$ cat src/rtl/pbe_pkg.sv
package pbe_pkg;

    // raw field widths of the packed timing words
    localparam int ON_W   = 4;
    localparam int OFF_W  = 6;
    localparam int CYC_W  = 6;
    // widened counter width: a read can last up to 64 ticks
    localparam int CNT_W  = 7;
    localparam int WORD_W = 32;

    // mode word bit positions
    localparam int MODE_W  = 5;
    localparam int MB_GRAN = 0;
    localparam int MB_DC   = 1;
    localparam int MB_RE   = 2;
    localparam int MB_WE   = 3;
    localparam int MB_CS   = 4;

    typedef enum logic [1:0] {
        ACC_CMD      = 2'd0,
        ACC_DATA     = 2'd1,
        ACC_READ     = 2'd2,
        ACC_DATA_ALT = 2'd3
    } acc_kind_e;

    // strobe edges in ticks, already made consistent
    typedef struct packed {
        logic [CNT_W-1:0] cs_on;
        logic [CNT_W-1:0] cs_off;
        logic [CNT_W-1:0] we_on;
        logic [CNT_W-1:0] we_off;
        logic [CNT_W-1:0] re_on;
        logic [CNT_W-1:0] re_off;
    } edge_t;

    // access lengths and read sample point in ticks
    typedef struct packed {
        logic [CNT_W-1:0] acc;
        logic [CNT_W-1:0] we_len;
        logic [CNT_W-1:0] re_len;
    } len_t;

    typedef struct packed {
        edge_t e;
        len_t  l;
    } win_t;

    function automatic logic [CNT_W-1:0] umax(input logic [CNT_W-1:0] a,
                                              input logic [CNT_W-1:0] b);
        return (a > b) ? a : b;
    endfunction

    function automatic logic in_span(input logic [CNT_W-1:0] t,
                                     input logic [CNT_W-1:0] lo,
                                     input logic [CNT_W-1:0] hi);
        return (t >= lo) && (t < hi);
    endfunction

endpackage

$ cat src/rtl/pbe_win_clamp.sv
module pbe_win_clamp
    import pbe_pkg::*;
(
    input  logic [WORD_W-1:0] onoff_word,
    input  logic [WORD_W-1:0] cycle_word,
    output win_t              win
);

    localparam int ZON  = CNT_W - ON_W;
    localparam int ZOFF = CNT_W - OFF_W;
    localparam int ZCYC = CNT_W - CYC_W;

    logic [CNT_W-1:0] raw_cs_on, raw_cs_off, raw_we_on, raw_we_off;
    logic [CNT_W-1:0] raw_re_on, raw_re_off, raw_we_cyc, raw_re_cyc, raw_acc;
    logic [CNT_W-1:0] we_off_e, re_off_e, cs_off_e, acc_e;
    logic             unused_bits;

    // field extraction; positions are fixed by the packed word layout
    assign raw_cs_on  = {{ZON{1'b0}},  onoff_word[3:0]};
    assign raw_cs_off = {{ZOFF{1'b0}}, onoff_word[9:4]};
    assign raw_we_on  = {{ZON{1'b0}},  onoff_word[13:10]};
    assign raw_we_off = {{ZOFF{1'b0}}, onoff_word[19:14]};
    assign raw_re_on  = {{ZON{1'b0}},  onoff_word[23:20]};
    assign raw_re_off = {{ZOFF{1'b0}}, onoff_word[29:24]};
    assign raw_we_cyc = {{ZCYC{1'b0}}, cycle_word[5:0]};
    assign raw_re_cyc = {{ZCYC{1'b0}}, cycle_word[11:6]};
    assign raw_acc    = {{ZCYC{1'b0}}, cycle_word[27:22]};

    assign unused_bits = ^{onoff_word[31:30], cycle_word[21:12], cycle_word[31:28]};

    always_comb begin
        we_off_e = (raw_we_off > raw_we_on) ? raw_we_off : raw_we_on + 1'b1;
        re_off_e = (raw_re_off > raw_re_on) ? raw_re_off : raw_re_on + 1'b1;
        cs_off_e = umax(umax(raw_cs_off, raw_cs_on + 1'b1), umax(we_off_e, re_off_e));
        acc_e    = (raw_acc > raw_re_on) ? raw_acc : raw_re_on + 1'b1;

        win.e.cs_on  = raw_cs_on;
        win.e.cs_off = cs_off_e;
        win.e.we_on  = raw_we_on;
        win.e.we_off = we_off_e;
        win.e.re_on  = raw_re_on;
        win.e.re_off = re_off_e;
        win.l.acc    = acc_e;
        win.l.we_len = umax(raw_we_cyc, cs_off_e);
        win.l.re_len = umax(umax(raw_re_cyc, cs_off_e), acc_e + 1'b1);
    end

endmodule

$ cat src/rtl/pbe_access_seq.sv
module pbe_access_seq
    import pbe_pkg::*;
#(
    parameter int DW   = 16,
    parameter int IDXW = 1
) (
    input  logic             clk,
    input  logic             rst_n,
    input  logic             req_valid,
    input  logic [1:0]       req_kind,
    input  logic [DW-1:0]    req_wdata,
    input  logic             sel_ok,
    input  logic [IDXW-1:0]  sel_idx,
    input  win_t             sel_win,
    input  logic             sel_gran,
    input  logic [2:0]       sel_pol,
    input  logic [DW-1:0]    bus_din,
    output logic             req_ready,
    output logic             busy,
    output logic [CNT_W-1:0] tick,
    output acc_kind_e        kind,
    output logic [IDXW-1:0]  idx,
    output edge_t            edges,
    output logic [2:0]       pol,
    output logic [DW-1:0]    wdata,
    output logic             rd_valid,
    output logic [DW-1:0]    rd_data
);

    typedef struct packed {
        logic             busy;
        logic             sub;
        logic [CNT_W-1:0] tick;
        acc_kind_e        kind;
        logic [IDXW-1:0]  idx;
        win_t             win;
        logic             gran;
        logic [2:0]       pol;
        logic [DW-1:0]    wdata;
        logic             rd_valid;
        logic [DW-1:0]    rd_data;
    } seq_st_t;

    seq_st_t          st_d, st_q;
    logic             tick_en;
    logic [CNT_W-1:0] last;

    assign req_ready = !st_q.busy && sel_ok;
    assign tick_en   = !st_q.gran || st_q.sub;
    assign last      = (st_q.kind == ACC_READ) ? st_q.win.l.re_len : st_q.win.l.we_len;

    always_comb begin
        st_d          = st_q;
        st_d.rd_valid = 1'b0;
        if (!st_q.busy) begin
            if (req_valid && req_ready) begin
                st_d.busy  = 1'b1;
                st_d.sub   = 1'b0;
                st_d.tick  = '0;
                st_d.kind  = acc_kind_e'(req_kind);
                st_d.idx   = sel_idx;
                st_d.win   = sel_win;
                st_d.gran  = sel_gran;
                st_d.pol   = sel_pol;
                st_d.wdata = req_wdata;
            end
        end else begin
            // sample in the first input clock of the access-time tick
            if (st_q.kind == ACC_READ && st_q.tick == st_q.win.l.acc && !st_q.sub) begin
                st_d.rd_valid = 1'b1;
                st_d.rd_data  = bus_din;
            end
            if (st_q.gran) begin
                st_d.sub = !st_q.sub;
            end
            if (tick_en) begin
                if (st_q.tick == last - 1'b1) begin
                    st_d.busy = 1'b0;
                    st_d.tick = '0;
                end else begin
                    st_d.tick = st_q.tick + 1'b1;
                end
            end
        end
    end

    always_ff @(posedge clk) begin
        if (!rst_n) st_q <= '0;
        else        st_q <= st_d;
    end

    assign busy     = st_q.busy;
    assign tick     = st_q.tick;
    assign kind     = st_q.kind;
    assign idx      = st_q.idx;
    assign edges    = st_q.win.e;
    assign pol      = st_q.pol;
    assign wdata    = st_q.wdata;
    assign rd_valid = st_q.rd_valid;
    assign rd_data  = st_q.rd_data;


    accept_start_chk: assert property (@(posedge clk) disable iff (!rst_n)
        (req_valid && req_ready) |=> (st_q.busy && st_q.tick == '0 && !st_q.sub));


    tick_range_chk: assert property (@(posedge clk) disable iff (!rst_n)
        st_q.busy |-> (st_q.tick < last));


    gran_hold_chk: assert property (@(posedge clk) disable iff (!rst_n)
        (st_q.busy && st_q.gran && !st_q.sub) |=> (st_q.busy && $stable(st_q.tick)));


    rd_after_read_chk: assert property (@(posedge clk) disable iff (!rst_n)
        st_q.rd_valid |-> (st_q.kind == ACC_READ));

endmodule

$ cat src/rtl/pbe_strobe_gen.sv
module pbe_strobe_gen
    import pbe_pkg::*;
#(
    parameter int DW    = 16,
    parameter int NPROF = 2,
    parameter int IDXW  = 1
) (
    input  logic             clk,
    input  logic             rst_n,
    input  logic             busy,
    input  logic [CNT_W-1:0] tick,
    input  acc_kind_e        kind,
    input  logic [IDXW-1:0]  idx,
    input  edge_t            edges,
    input  logic [2:0]       pol,     // {we, re, dc}
    input  logic [NPROF-1:0] cs_pol,
    input  logic [DW-1:0]    wdata,
    output logic [NPROF-1:0] bus_cs,
    output logic             bus_we,
    output logic             bus_re,
    output logic             bus_dc,
    output logic [DW-1:0]    bus_dout,
    output logic             bus_oe
);

    logic             cs_hit, we_int, re_int, dc_int, is_write;
    logic [NPROF-1:0] cs_int;

    assign is_write = busy && (kind != ACC_READ);
    assign cs_hit   = busy && in_span(tick, edges.cs_on, edges.cs_off);
    assign we_int   = is_write && in_span(tick, edges.we_on, edges.we_off);
    assign re_int   = busy && (kind == ACC_READ) && in_span(tick, edges.re_on, edges.re_off);
    assign dc_int   = !(busy && kind == ACC_CMD);

    for (genvar p = 0; p < NPROF; p++) begin : g_cs
        assign cs_int[p] = cs_hit && (idx == IDXW'(p));
        assign bus_cs[p] = cs_int[p] ^ cs_pol[p];
    end

    assign bus_we   = we_int ^ pol[2];
    assign bus_re   = re_int ^ pol[1];
    assign bus_dc   = dc_int ^ pol[0];
    assign bus_oe   = is_write;
    assign bus_dout = wdata;


    we_re_excl_chk: assert property (@(posedge clk) disable iff (!rst_n)
        !(we_int && re_int));


    cs_onehot_chk: assert property (@(posedge clk) disable iff (!rst_n)
        $onehot0(cs_int));

endmodule

$ cat src/rtl/pbus_timing_engine.sv
module pbus_timing_engine
    import pbe_pkg::*;
#(
    parameter  int NPROF = 2,
    parameter  int DW    = 16,
    localparam int SELW  = $clog2(NPROF + 1)
) (
    input  logic                    clk,
    input  logic                    rst_n,
    input  logic [NPROF*WORD_W-1:0] cfg_onoff,
    input  logic [NPROF*WORD_W-1:0] cfg_cycle,
    input  logic [NPROF*MODE_W-1:0] cfg_mode,
    input  logic [SELW-1:0]         prof_sel,
    input  logic                    req_valid,
    output logic                    req_ready,
    input  logic [1:0]              req_kind,
    input  logic [DW-1:0]           req_wdata,
    output logic                    rd_valid,
    output logic [DW-1:0]           rd_data,
    output logic [NPROF-1:0]        bus_cs,
    output logic                    bus_we,
    output logic                    bus_re,
    output logic                    bus_dc,
    output logic [DW-1:0]           bus_dout,
    output logic                    bus_oe,
    input  logic [DW-1:0]           bus_din
);

    localparam int IDXW = (NPROF > 1) ? $clog2(NPROF) : 1;

    win_t              win_arr  [NPROF];
    logic [MODE_W-1:0] mode_arr [NPROF];
    logic [NPROF-1:0]  cs_pol;
    logic              sel_ok;
    logic [IDXW-1:0]   sel_idx;
    logic [MODE_W-1:0] sel_mode;

    for (genvar p = 0; p < NPROF; p++) begin : g_prof
        assign mode_arr[p] = cfg_mode[p*MODE_W +: MODE_W];
        assign cs_pol[p]   = mode_arr[p][MB_CS];
        pbe_win_clamp u_clamp (
            .onoff_word (cfg_onoff[p*WORD_W +: WORD_W]),
            .cycle_word (cfg_cycle[p*WORD_W +: WORD_W]),
            .win        (win_arr[p])
        );
    end

    // select value v in 1..NPROF picks profile v-1
    assign sel_ok   = (prof_sel != '0) && (int'(prof_sel) <= NPROF);
    assign sel_idx  = IDXW'(prof_sel - SELW'(1));
    assign sel_mode = mode_arr[sel_idx];

    logic             busy;
    logic [CNT_W-1:0] tick;
    acc_kind_e        kind;
    logic [IDXW-1:0]  idx;
    edge_t            edges;
    logic [2:0]       pol;
    logic [DW-1:0]    wdata;

    pbe_access_seq #(.DW(DW), .IDXW(IDXW)) u_seq (
        .clk       (clk),
        .rst_n     (rst_n),
        .req_valid (req_valid),
        .req_kind  (req_kind),
        .req_wdata (req_wdata),
        .sel_ok    (sel_ok),
        .sel_idx   (sel_idx),
        .sel_win   (win_arr[sel_idx]),
        .sel_gran  (sel_mode[MB_GRAN]),
        .sel_pol   ({sel_mode[MB_WE], sel_mode[MB_RE], sel_mode[MB_DC]}),
        .bus_din   (bus_din),
        .req_ready (req_ready),
        .busy      (busy),
        .tick      (tick),
        .kind      (kind),
        .idx       (idx),
        .edges     (edges),
        .pol       (pol),
        .wdata     (wdata),
        .rd_valid  (rd_valid),
        .rd_data   (rd_data)
    );

    pbe_strobe_gen #(.DW(DW), .NPROF(NPROF), .IDXW(IDXW)) u_strobe (
        .clk      (clk),
        .rst_n    (rst_n),
        .busy     (busy),
        .tick     (tick),
        .kind     (kind),
        .idx      (idx),
        .edges    (edges),
        .pol      (pol),
        .cs_pol   (cs_pol),
        .wdata    (wdata),
        .bus_cs   (bus_cs),
        .bus_we   (bus_we),
        .bus_re   (bus_re),
        .bus_dc   (bus_dc),
        .bus_dout (bus_dout),
        .bus_oe   (bus_oe)
    );

endmodule

$ cat config.mk
export PLATFORM = sky130hd
export DESIGN_NAME = pbus_timing_engine
export DESIGN_NICKNAME = d
export VERILOG_FILES = /design/src/rtl/pbe_pkg.sv /design/src/rtl/pbe_win_clamp.sv /design/src/rtl/pbe_access_seq.sv /design/src/rtl/pbe_strobe_gen.sv /design/src/rtl/pbus_timing_engine.sv
export SDC_FILE = /design/constraint.sdc
export NUM_CORES = 1
export LEC_CHECK = 0
export BUFFER_PORTS_ARGS = -buffer_cell sky130_fd_sc_hd__buf_2
export CORE_ASPECT_RATIO = 1.25
export CORE_MARGIN = 5
export CORE_UTILIZATION = 40
export DETAILED_ROUTE_END_ITERATION = 16
export SLEW_MARGIN = 10
export SYNTH_ARGS = -nofsm -noshare
export SYNTH_HDL_FRONTEND = slang
export SYNTH_SLANG_ARGS = --single-unit
$ cat constraint.sdc
create_clock -name clk -period 14.9 [get_ports clk]
set_input_delay 2.98 -clock clk [delete_from_list [all_inputs] [get_ports clk]]
set_output_delay 2.98 -clock clk [all_outputs]
set_load 0.03 [all_outputs]
-- Yosys cells after proc, flatten, opt, wreduce, memory -nomap -nowiden
Cells that the tools add are included.
- word-level logic and storage cells: 132
- bits in read-only memories: 0
- bits in writable memories: 0
- memories: 0
- bits in latches: 0
- bits in registers: 112
- add/sub/neg operators: 11
- multipliers: 0
- mux-type cells: 33
- div/mod/pow operators: 0
- shifts and indexed selects: 0
- reduce and logical (&&, ||, !) cells: 29
- equality and inequality tests: 6
- order comparisons: 26
- bitwise gates (word level): 8
- operators by type and width (kind ; number):
    $mux W7 ; 21
    $mux W63 ; 2
    $mux W95 ; 1
    $mux W60 ; 1
    $gt A6 B7 Y1 ; 6
    $gt A7 B7 Y1 ; 6
    $gt A6 B4 Y1 ; 6
    $add A4 B1 Y5 const B ; 6
    $add A7 B1 Y7 const B ; 3
    $ge A7 B7 Y1 ; 3
    $lt A7 B7 Y1 ; 3
    $mux W17 ; 1
    $logic_and A1 B1 Y1 ; 16
    $eq A7 B7 Y1 ; 2
    $mux W4 ; 3
    $reduce_and A2 Y1 ; 5
    $mux W9 ; 1
    $sub A7 B1 Y7 const B ; 1
    $ne A2 B2 Y1 const B ; 3
    $xor A1 B1 Y1 ; 5
    $logic_not A1 Y1 ; 4
    $reduce_bool A2 Y1 ; 2
    $mux W1 ; 3
    $eq A2 B2 Y1 const B ; 1
    other kinds (7) ; 8

-- Logic depth before layout (Yosys ltp)
Gate-level depths: netlist of run 1.
- word-level depth: 15
- mapped depth: 43
- mapped depth without buffers: 43

-- Cells and area by module
A second synthesis of run 1 with hierarchy kept.
- cells, all modules: 1560
- area total of the unflattened synthesis: 12189.2 µm²
- modules (own cells, without submodules) (module ; instances ; area each (µm²) ; cells an instance ; seq. area each (µm²)):
    pbe_access_seq ; 1 ; 5036.1 ; 629 ; 2242.2
    pbe_win_clamp at g_prof[0].u_clamp ; 1 ; 2686.3 ; 362 ; 0.0
    pbe_win_clamp at g_prof[1].u_clamp ; 1 ; 2427.3 ; 330 ; 0.0
    pbe_strobe_gen ; 1 ; 1172.4 ; 162 ; 0.0
    pbus_timing_engine ; 1 ; 867.1 ; 77 ; 0.0

-- Least setup slack after synthesis of run 1
Ideal clock, no wire load.
- path type: input -> register
- start point: input cfg_onoff[13]
- end point: register u_seq.st_q[38] in the netlist's numbering
- data arrival time: 9971 ps
- setup time: 137 ps
- stages on the path: 40
- setup slack: 4792 ps
- buffers on the path: 0
- path through: inv_1 ha_1 a2111oi_2 a31o_2 nand2_1 nor2_1 a21o_1 inv_1 ha_1 or3_1 o2111ai_2 a31o_4 nand2_1 mux2i_1 ha_1 o21ai_0 a31oi_1 nand4bb_2 [4 not listed] inv_1 o31ai_1 o221a_1 a211oi_2 o22ai_4 mux2_4 ha_1 nor2b_1 o21a_1 o21ai_0 nand2b_1 a21oi_1 nor2b_1 o22ai_1 nor2_1 nor2_1 a2111oi_4 a311oi_1
- longest elaborated chain between the ends: 13
- elaborated cells on any way between the ends: 14
- those cells by class: 1 x add/sub; 5 x order compare; 8 x mux
- RTL lines (element ; line ; RTL):
    from (decl) ; pbus_timing_engine.sv:10 ; input logic [NPROF*WORD_W-1:0] cfg_onoff,
    $gt A6 B4 Y1 or $add A4 B1 Y5 (tied branches) ; pbe_win_clamp.sv:32 ; we_off_e = (raw_we_off > raw_we_on) ? raw_we_off : raw_we_on + 1'b1;
    $mux W7 * ; pbe_win_clamp.sv:32 ;
    $gt A7 B7 Y1 ; pbe_pkg.sv:50 ; return (a > b) ? a : b;
    $mux W7 * ; pbe_pkg.sv:50 ;
    $gt A7 B7 Y1 ; pbe_pkg.sv:50 ;
    $mux W7 * ; pbe_pkg.sv:50 ;
    $gt A6 B7 Y1 ; pbe_pkg.sv:50 ;
    $mux W7 * ; pbe_pkg.sv:50 ;
    $gt A7 B7 Y1 ; pbe_pkg.sv:50 ;
    $mux W7 * ; pbe_pkg.sv:50 ;
    $mux W60 (not written as such) * ; pbus_timing_engine.sv:69 ; .sel_win (win_arr[sel_idx]),
    $mux W63 (not written as such) * (2 in a row) ; pbus_timing_engine.sv:69 ;
    to (signal assigned) ; pbe_access_seq.sv:89 ; else st_q <= st_d;
    to (decl) ; pbe_access_seq.sv:44 ; seq_st_t st_d, st_q;
Every way passes the cells marked *; elsewhere a longest branch is shown, timed or not. The select of a mux whose other input is x is not followed.
A chain may end at the register's enable or synchronous reset.

-- Worst setup path in the final report of run 1
Same ends and word-level chain as after synthesis.

==> impl_metrics.tcl, run 1 <==
set metrics [dict create \
    synth-edff-count 0 \
    power.leakage_nw 5.02 \
    p_seq_share_pct 27.2 \
    setup_violations 0 \
    setup_tns_ns 0 \
    insertion_delay_ns 0.35 \
    diodes 0 \
    h-tree-depth 3 \
    synth_cell_types 102 \
    vias 9382 \
    avgViaCountPerCell 5.46 \
    die_h_um 185 \
    drt_iter0_drc 456 \
    grt_pass1_vias 8829 \
    pre_cts_ws_ns 3.07 \
    async_flop_share_pct 0 \
    switching_share_pct 40.3 \
    yosys.area.top_type_share_pct 20.0 \
    hold_buffers 0 \
    p_int_uw 642 \
    setup.worst_path.end_class "register" \
    routedWlPerCell_um 16.9 \
    place_congestion 0.875 \
    grt-ovfl-total 0 \
    crit_path_top_delay_cell "o21ai_0" \
    synthToLayoutAreaGrowth_pct 13.0 \
    timing.final.ws_setup_ns 3.34 \
    cts_tree "yes" \
    syn_nets 1546 \
    slew_headroom_pct 40.1 \
    cts_sinks 98 \
    worst_pin_slew_ns 0.898 \
    p_sw_uw 434 \
    grt_pass1_wl_um 45300 \
    ys_ff_latch 98 \
    critPathArrivalTime_ns 11.75 \
    drv_slew 0 \
    period_share_pct 77.6 \
    nets 1665 \
    routed_wl_um 29000 \
    drc 0 \
    antenna_found_initial 0 \
    synthTopCellsByArea "dfxtp_1 20%, ha_1 13%, mux2i_1 5.9%, nand2_1 5.1%, nor2_1 4.2%" \
    fin_worst_skew_ns 0.00781 \
    core_mm2 0.0243 \
    synth_flop_cell "dfxtp_1" \
    rows 64 \
    track_usage_pct 20.2 \
    pwr-share-clk_pct 23.9 \
    criticalPathCategory "input pin to register" \
    cts-buffers-inserted 9 \
    max_freq_mhz 86.5 \
    crit_fanout 9 \
    chipWidth_um 150 \
    combinationalPowerShare_pct 48.8 \
    io_buffers 184 \
    initial_core_util_pct 40.3 \
    grt_setup_unrepaired "no" \
    syn_area_per_cell_um2 7.76 \
    dieArea_mm2 0.0278 \
    final.min_clock_period_ns 11.56 \
    yosysTopAreaCell "dfxtp_1" \
    yosysSeqAreaShare_pct 20.0 \
    vdd_ir_drop_max_mv 0.0565 \
    cts.repair.resized 0 \
    maxCapViolations 0 \
    cp_top_family "compound AO/OA/AOI/OAI gates" \
    worstPathBufferInverterCount 3 \
    required_ns 15.09 \
    clockBufferDepth 2 \
    clk_pin_slew_ns 0.07 \
    status "complete, no violations" \
    hold_viol 0 \
    grt_max_degree 86 \
    ios 217 \
    cpPeakStageDelay_ns 0.69 \
    cts_setup_buffers 0 \
    hold_class "register to register" \
    root_buffer "clkbuf_16" \
    start_kind "input pin" \
    dp_hpwl_um 23200 \
    pwr_density_cell_mw_per_mm2 97.1 \
    postRouteAntennaNets 0 \
    dr.pass1.iters 5 \
    yosysWarnings 0 \
    syn_area_mm2 0.00980 \
    drive_gt1_share_pct 19.1 \
    synthCells 1264 \
]
[worst register-to-register path, stage by stage, from the launching register on]
cell and delay [ns]:
dfxtp_1 0.34, nor2b_1 0.13, buf_4 0.24, mux2i_1 0.42, ha_1 0.26, nand2_1 0.14, xor2_1 0.20, a31oi_1 0.10
nor4_1 0.39, nand2_1 0.17, nand2_1 0.09, nand2_1 0.05, nand2_1 0.15, nor2_1 0.07
[state kept, by name, summed over array words and instances (netlist names)]
name and count:
u_seq.busy 1, u_seq.edges 30, u_seq.idx 1, u_seq.kind 2, u_seq.pol 3, u_seq.rd_data 16, u_seq.rd_valid 1, u_seq.st_q 21
u_seq.tick 7, u_seq.wdata 16
[cell type report]
type	instances	area (um2)
multi-input cells	991	7060
inverters	93	349
fillers	2521	13300
clock buffers	10	239
well taps	330	413
clock inverters	6	88.8
flip-flops and latches	98	1960
repair buffers	190	966
[cells in the mapped netlist, drive strengths merged, types with 11 or more instances]
library cell	count
a211oi	38
a21oi	71
a31oi	18
and3	11
buf	39
clkbuf	43
dfxtp	98
ha	105
inv	93
mux2	11
mux2i	61
nand2	136
nand2b	18
nand3	27
nor2	111
nor2b	22
nor3	19
o211ai	31
o21a	12
o21ai	78
xnor2	33
xor2	24
[placed cells by master (no fill, tap or decap), drive strengths merged, types with 10 or more instances in the layout]
master    n
o211ai   31
xor2     24
a31o     10
a31oi    18
ha      105
nand2   136
mux2     11
dfxtp    98
inv      94
nand3    27
clkbuf   10
nor2b    22
a21oi    71
o21ai    78
nand2b   18
xnor2    33
nor3     19
a211oi   38
mux2i    61
nor2    111
o21a     12
buf     190
and3     11
[power groups by stage]
stage               registers (mW)  logic, mW  clock network, mW
floorplan                    0.295      0.392                  0
global placement             0.299      0.513                  0
detailed placement           0.299      0.521                  0
CTS                          0.293      0.524              0.263
global route                 0.295      0.585              0.272
finish                       0.293      0.525              0.257
[cells by family (layout without fill, tap and decap cells)]
| kind of cell | after synthesis | in the layout | share of synthesized area, % |
|---|---|---|---|
| and+or+nand+nor | 400 | 400 | 19.7 |
| xor gates and xnor gates | 57 | 57 | 5.09 |
| muxes | 72 | 72 | 7.77 |
| adders and majority gates | 108 | 108 | 13.7 |
| DFF | 98 | 98 | 20.0 |
| buffers and inverters | 175 | 299 | 8.01 |
| AOI/OAI and AO/OA | 354 | 354 | 25.7 |
[worst paths after layout]
| path | startpoint | to | depth (start not counted) | slack [ns] |
|---|---|---|---|---|
| setup reg to reg | u_seq.kind[1]$_SDFFE_PN0P_ | u_seq.tick[2]$_SDFFE_PN0P_ | 13 | 12.05 |
| hold reg to reg | u_seq.wdata[3]$_SDFFE_PN0P_ | u_seq.wdata[3]$_SDFFE_PN0P_ | 2 | 0.45 |
| hold / removal | u_seq.wdata[3]$_SDFFE_PN0P_ | u_seq.wdata[3]$_SDFFE_PN0P_ | 2 | 0.45 |
| setup / recovery | cfg_onoff[13] | u_seq.st_q[38]$_SDFFE_PN0P_ | 39 | 3.34 |
[through the flow]
step	cell area, um2	util, %	hold WS (ns)	power [mW]	instances
after floorplan	9800	-	0.432	0.687	1264
after global placement	10800	44.2	0.439	0.812	1702
after detailed placement	10800	44.2	0.443	0.820	1702
after CTS	11100	45.5	0.453	1.08	1718
after global routing	11100	45.5	0.467	1.15	1718
final	11100	45.5	0.450	1.08	1718
[layer usage]
layer | track usage [%] | vias up | wire (um)
met3 | 2.35 | 52 | 1460
met5 | 0 | - | 0
li1 | - | 4791 | -
met2 | 36.0 | 254 | 14000
met4 | 6.88 | 0 | 867
met1 | 25.1 | 4285 | 12700
Note: power is estimated with default switching activity, not from simulation.
==> run 2: changes to the inputs <==
- clock period: 14.9 -> 10.03 ns (I/O delays scaled with it)
==> impl_metrics.tcl, run 2 (same netlist as run 1, synthesis figures left out) <==
set metrics [dict create \
    timing.final.ws_setup_ns 0.537 \
    combinationalPowerShare_pct 51.9 \
    dp_hpwl_um 23900 \
    drt_iter0_drc 489 \
    chipWidth_um 150 \
    insertion_delay_ns 0.34 \
    utilization_pct 46.8 \
    place_congestion 0.877 \
    crit_path_frequent_cell "ha_1" \
    clk_pin_slew_ns 0.07 \
    placed_cell_area_mm2 0.0110 \
    setup.worst_path.end_class "register" \
    pre_cts_ws_ns 0.155 \
    cts-buffers-inserted 9 \
    vias 9548 \
    layout_commonest_cell "buf_2" \
    initial_core_util_pct 40.3 \
    grt_max_degree 86 \
    p_sw_uw 658 \
    hold_depth 2 \
    required_ns 10.20 \
    power.leakage_nw 5.19 \
    routed.top_layer "met4" \
    criticalPathCategory "input pin to register" \
    routedWlPerCell_um 16.9 \
    final_cell_mix "184 x buf_2, 131 x nand2_1, 109 x nor2_1" \
    fin_worst_skew_ns 0.0123 \
    cts_tree "yes" \
    grt_pass1_wl_um 46900 \
    hold_class "register to register" \
    routed_wl_um 29600 \
    hold_buffers 0 \
    crit_fanout 5 \
    status "complete, no violations" \
    drc 0 \
    cpPeakStageDelay_ns 0.44 \
    wl_met1_um 13000 \
    slew_headroom_pct 39.9 \
    worst_pin_slew_ns 0.902 \
    antenna_found_initial 0 \
    rows 64 \
    diodes 0 \
    root_buffer "clkbuf_16" \
    track_usage_pct 21.0 \
    nets 1705 \
    setup_violations 0 \
    vdd_ir_drop_max_mv 0.0790 \
    switching_share_pct 40.1 \
    final.min_clock_period_ns 9.49 \
    dp.cells 1739 \
    clockBufferDepth 2 \
    crit_path_top_delay_cell "a2111oi_2" \
    maxCapViolations 0 \
    largest_reg_flops 30 \
    postLayoutCellArea_mm2 0.0114 \
    critPathArrivalTime_ns 9.66 \
    reg2reg_depth 13 \
    cts_sinks 98 \
    period_share_pct 94.6 \
    wl_met3_um 1370 \
    max_freq_mhz 105 \
    dr_wl_met2_um 14400 \
    avgViaCountPerCell 5.43 \
    start_kind "input pin" \
    pwr-share-clk_pct 21.6 \
    core_mm2 0.0243 \
    p_int_uw 985 \
    ios 217 \
    grt_pass1_vias 9211 \
    p_seq_share_pct 26.5 \
    h-tree-depth 3 \
    die_h_um 185 \
    grt-ovfl-total 0 \
    nFillCells 2531 \
    drive_gt1_share_pct 21.6 \
    drv_slew 0 \
    io_buffers 184 \
    synthToLayoutAreaGrowth_pct 16.1 \
    dr.pass1.iters 5 \
    postRouteAntennaNets 0 \
    final_cells 1758 \
    pwr_density_cell_mw_per_mm2 144 \
    dieArea_mm2 0.0278 \
    hold_viol 0 \
]
## run 2: changes by cell type in the layout (fill, tap and decap cells not counted), moves of 2 or more
cell	delta
mux2i_1	-2
mux2i_2	+2
o21ai_0	-4
buf_4	+40
o21ai_1	+4
## run 2: power groups by stage
stage          Sequential [mW]  Combinational (mW)  Clock [mW]
5_1_grt                  0.439               0.949       0.383
4_1_cts                  0.435               0.846       0.365
6_report                 0.435               0.852       0.356
3_5_place_dp             0.444               0.840           0
2_1_floorplan            0.439               0.582           0
3_3_place_gp             0.443               0.828           0
## run 2: critical path: cells and delay by family
family | cells | cell delay, ns
multiplexers | 2 | 0.54
AND/OR/NAND/NOR | 16 | 2.38
AO/OA/AOI/OAI | 14 | 2.75
adder cells (fa/ha/maj) | 5 | 1.52
buffers and inverters | 4 | 0.46
## run 2: final cells by class
type	instances	area, um2	area share (%)
sequential	98	1960	17.2
tap	330	413	3.63
timing repair buffer	230	1270	11.1
multi-input combinational	991	7090	62.3
clock buffer	11	243	2.13
clock inverter	5	61.3	0.538
inverter	93	349	3.07
## run 2: timing repair
item                                    4_1_cts  5_1_grt
gates resized for setup                       0       11
endpoints found under the setup margin        0        6
endpoints found under the hold margin         0        0
buffers inserted                              0        3
## run 2: worst paths after layout
kind,end,slack [ns],start
hold / removal,u_seq.wdata[2]$_SDFFE_PN0P_,0.45,u_seq.wdata[2]$_SDFFE_PN0P_
hold reg to reg,u_seq.wdata[2]$_SDFFE_PN0P_,0.45,u_seq.wdata[2]$_SDFFE_PN0P_
setup reg to reg,u_seq.tick[3]$_SDFFE_PN0P_,7.21,u_seq.kind[1]$_SDFFE_PN0P_
setup / recovery,u_seq.st_q[38]$_SDFFE_PN0P_,0.54,cfg_onoff[23]
## run 2: per-stage QoR
stage | hold slack (ns) | power, mW | setup TNS, ns
after CTS | 0.456 | 1.65 | 0
after global routing | 0.476 | 1.77 | -0.0117
after global placement | 0.439 | 1.27 | 0
after floorplan | 0.432 | 1.02 | 0
after detailed placement | 0.446 | 1.28 | 0
final | 0.451 | 1.64 | 0
## run 2: per-layer routing
layer,track usage [%],up-vias
li1,-,4866
met1,26.0,4387
met4,7.80,0
met2,37.2,249
met5,0,-
met3,2.37,46
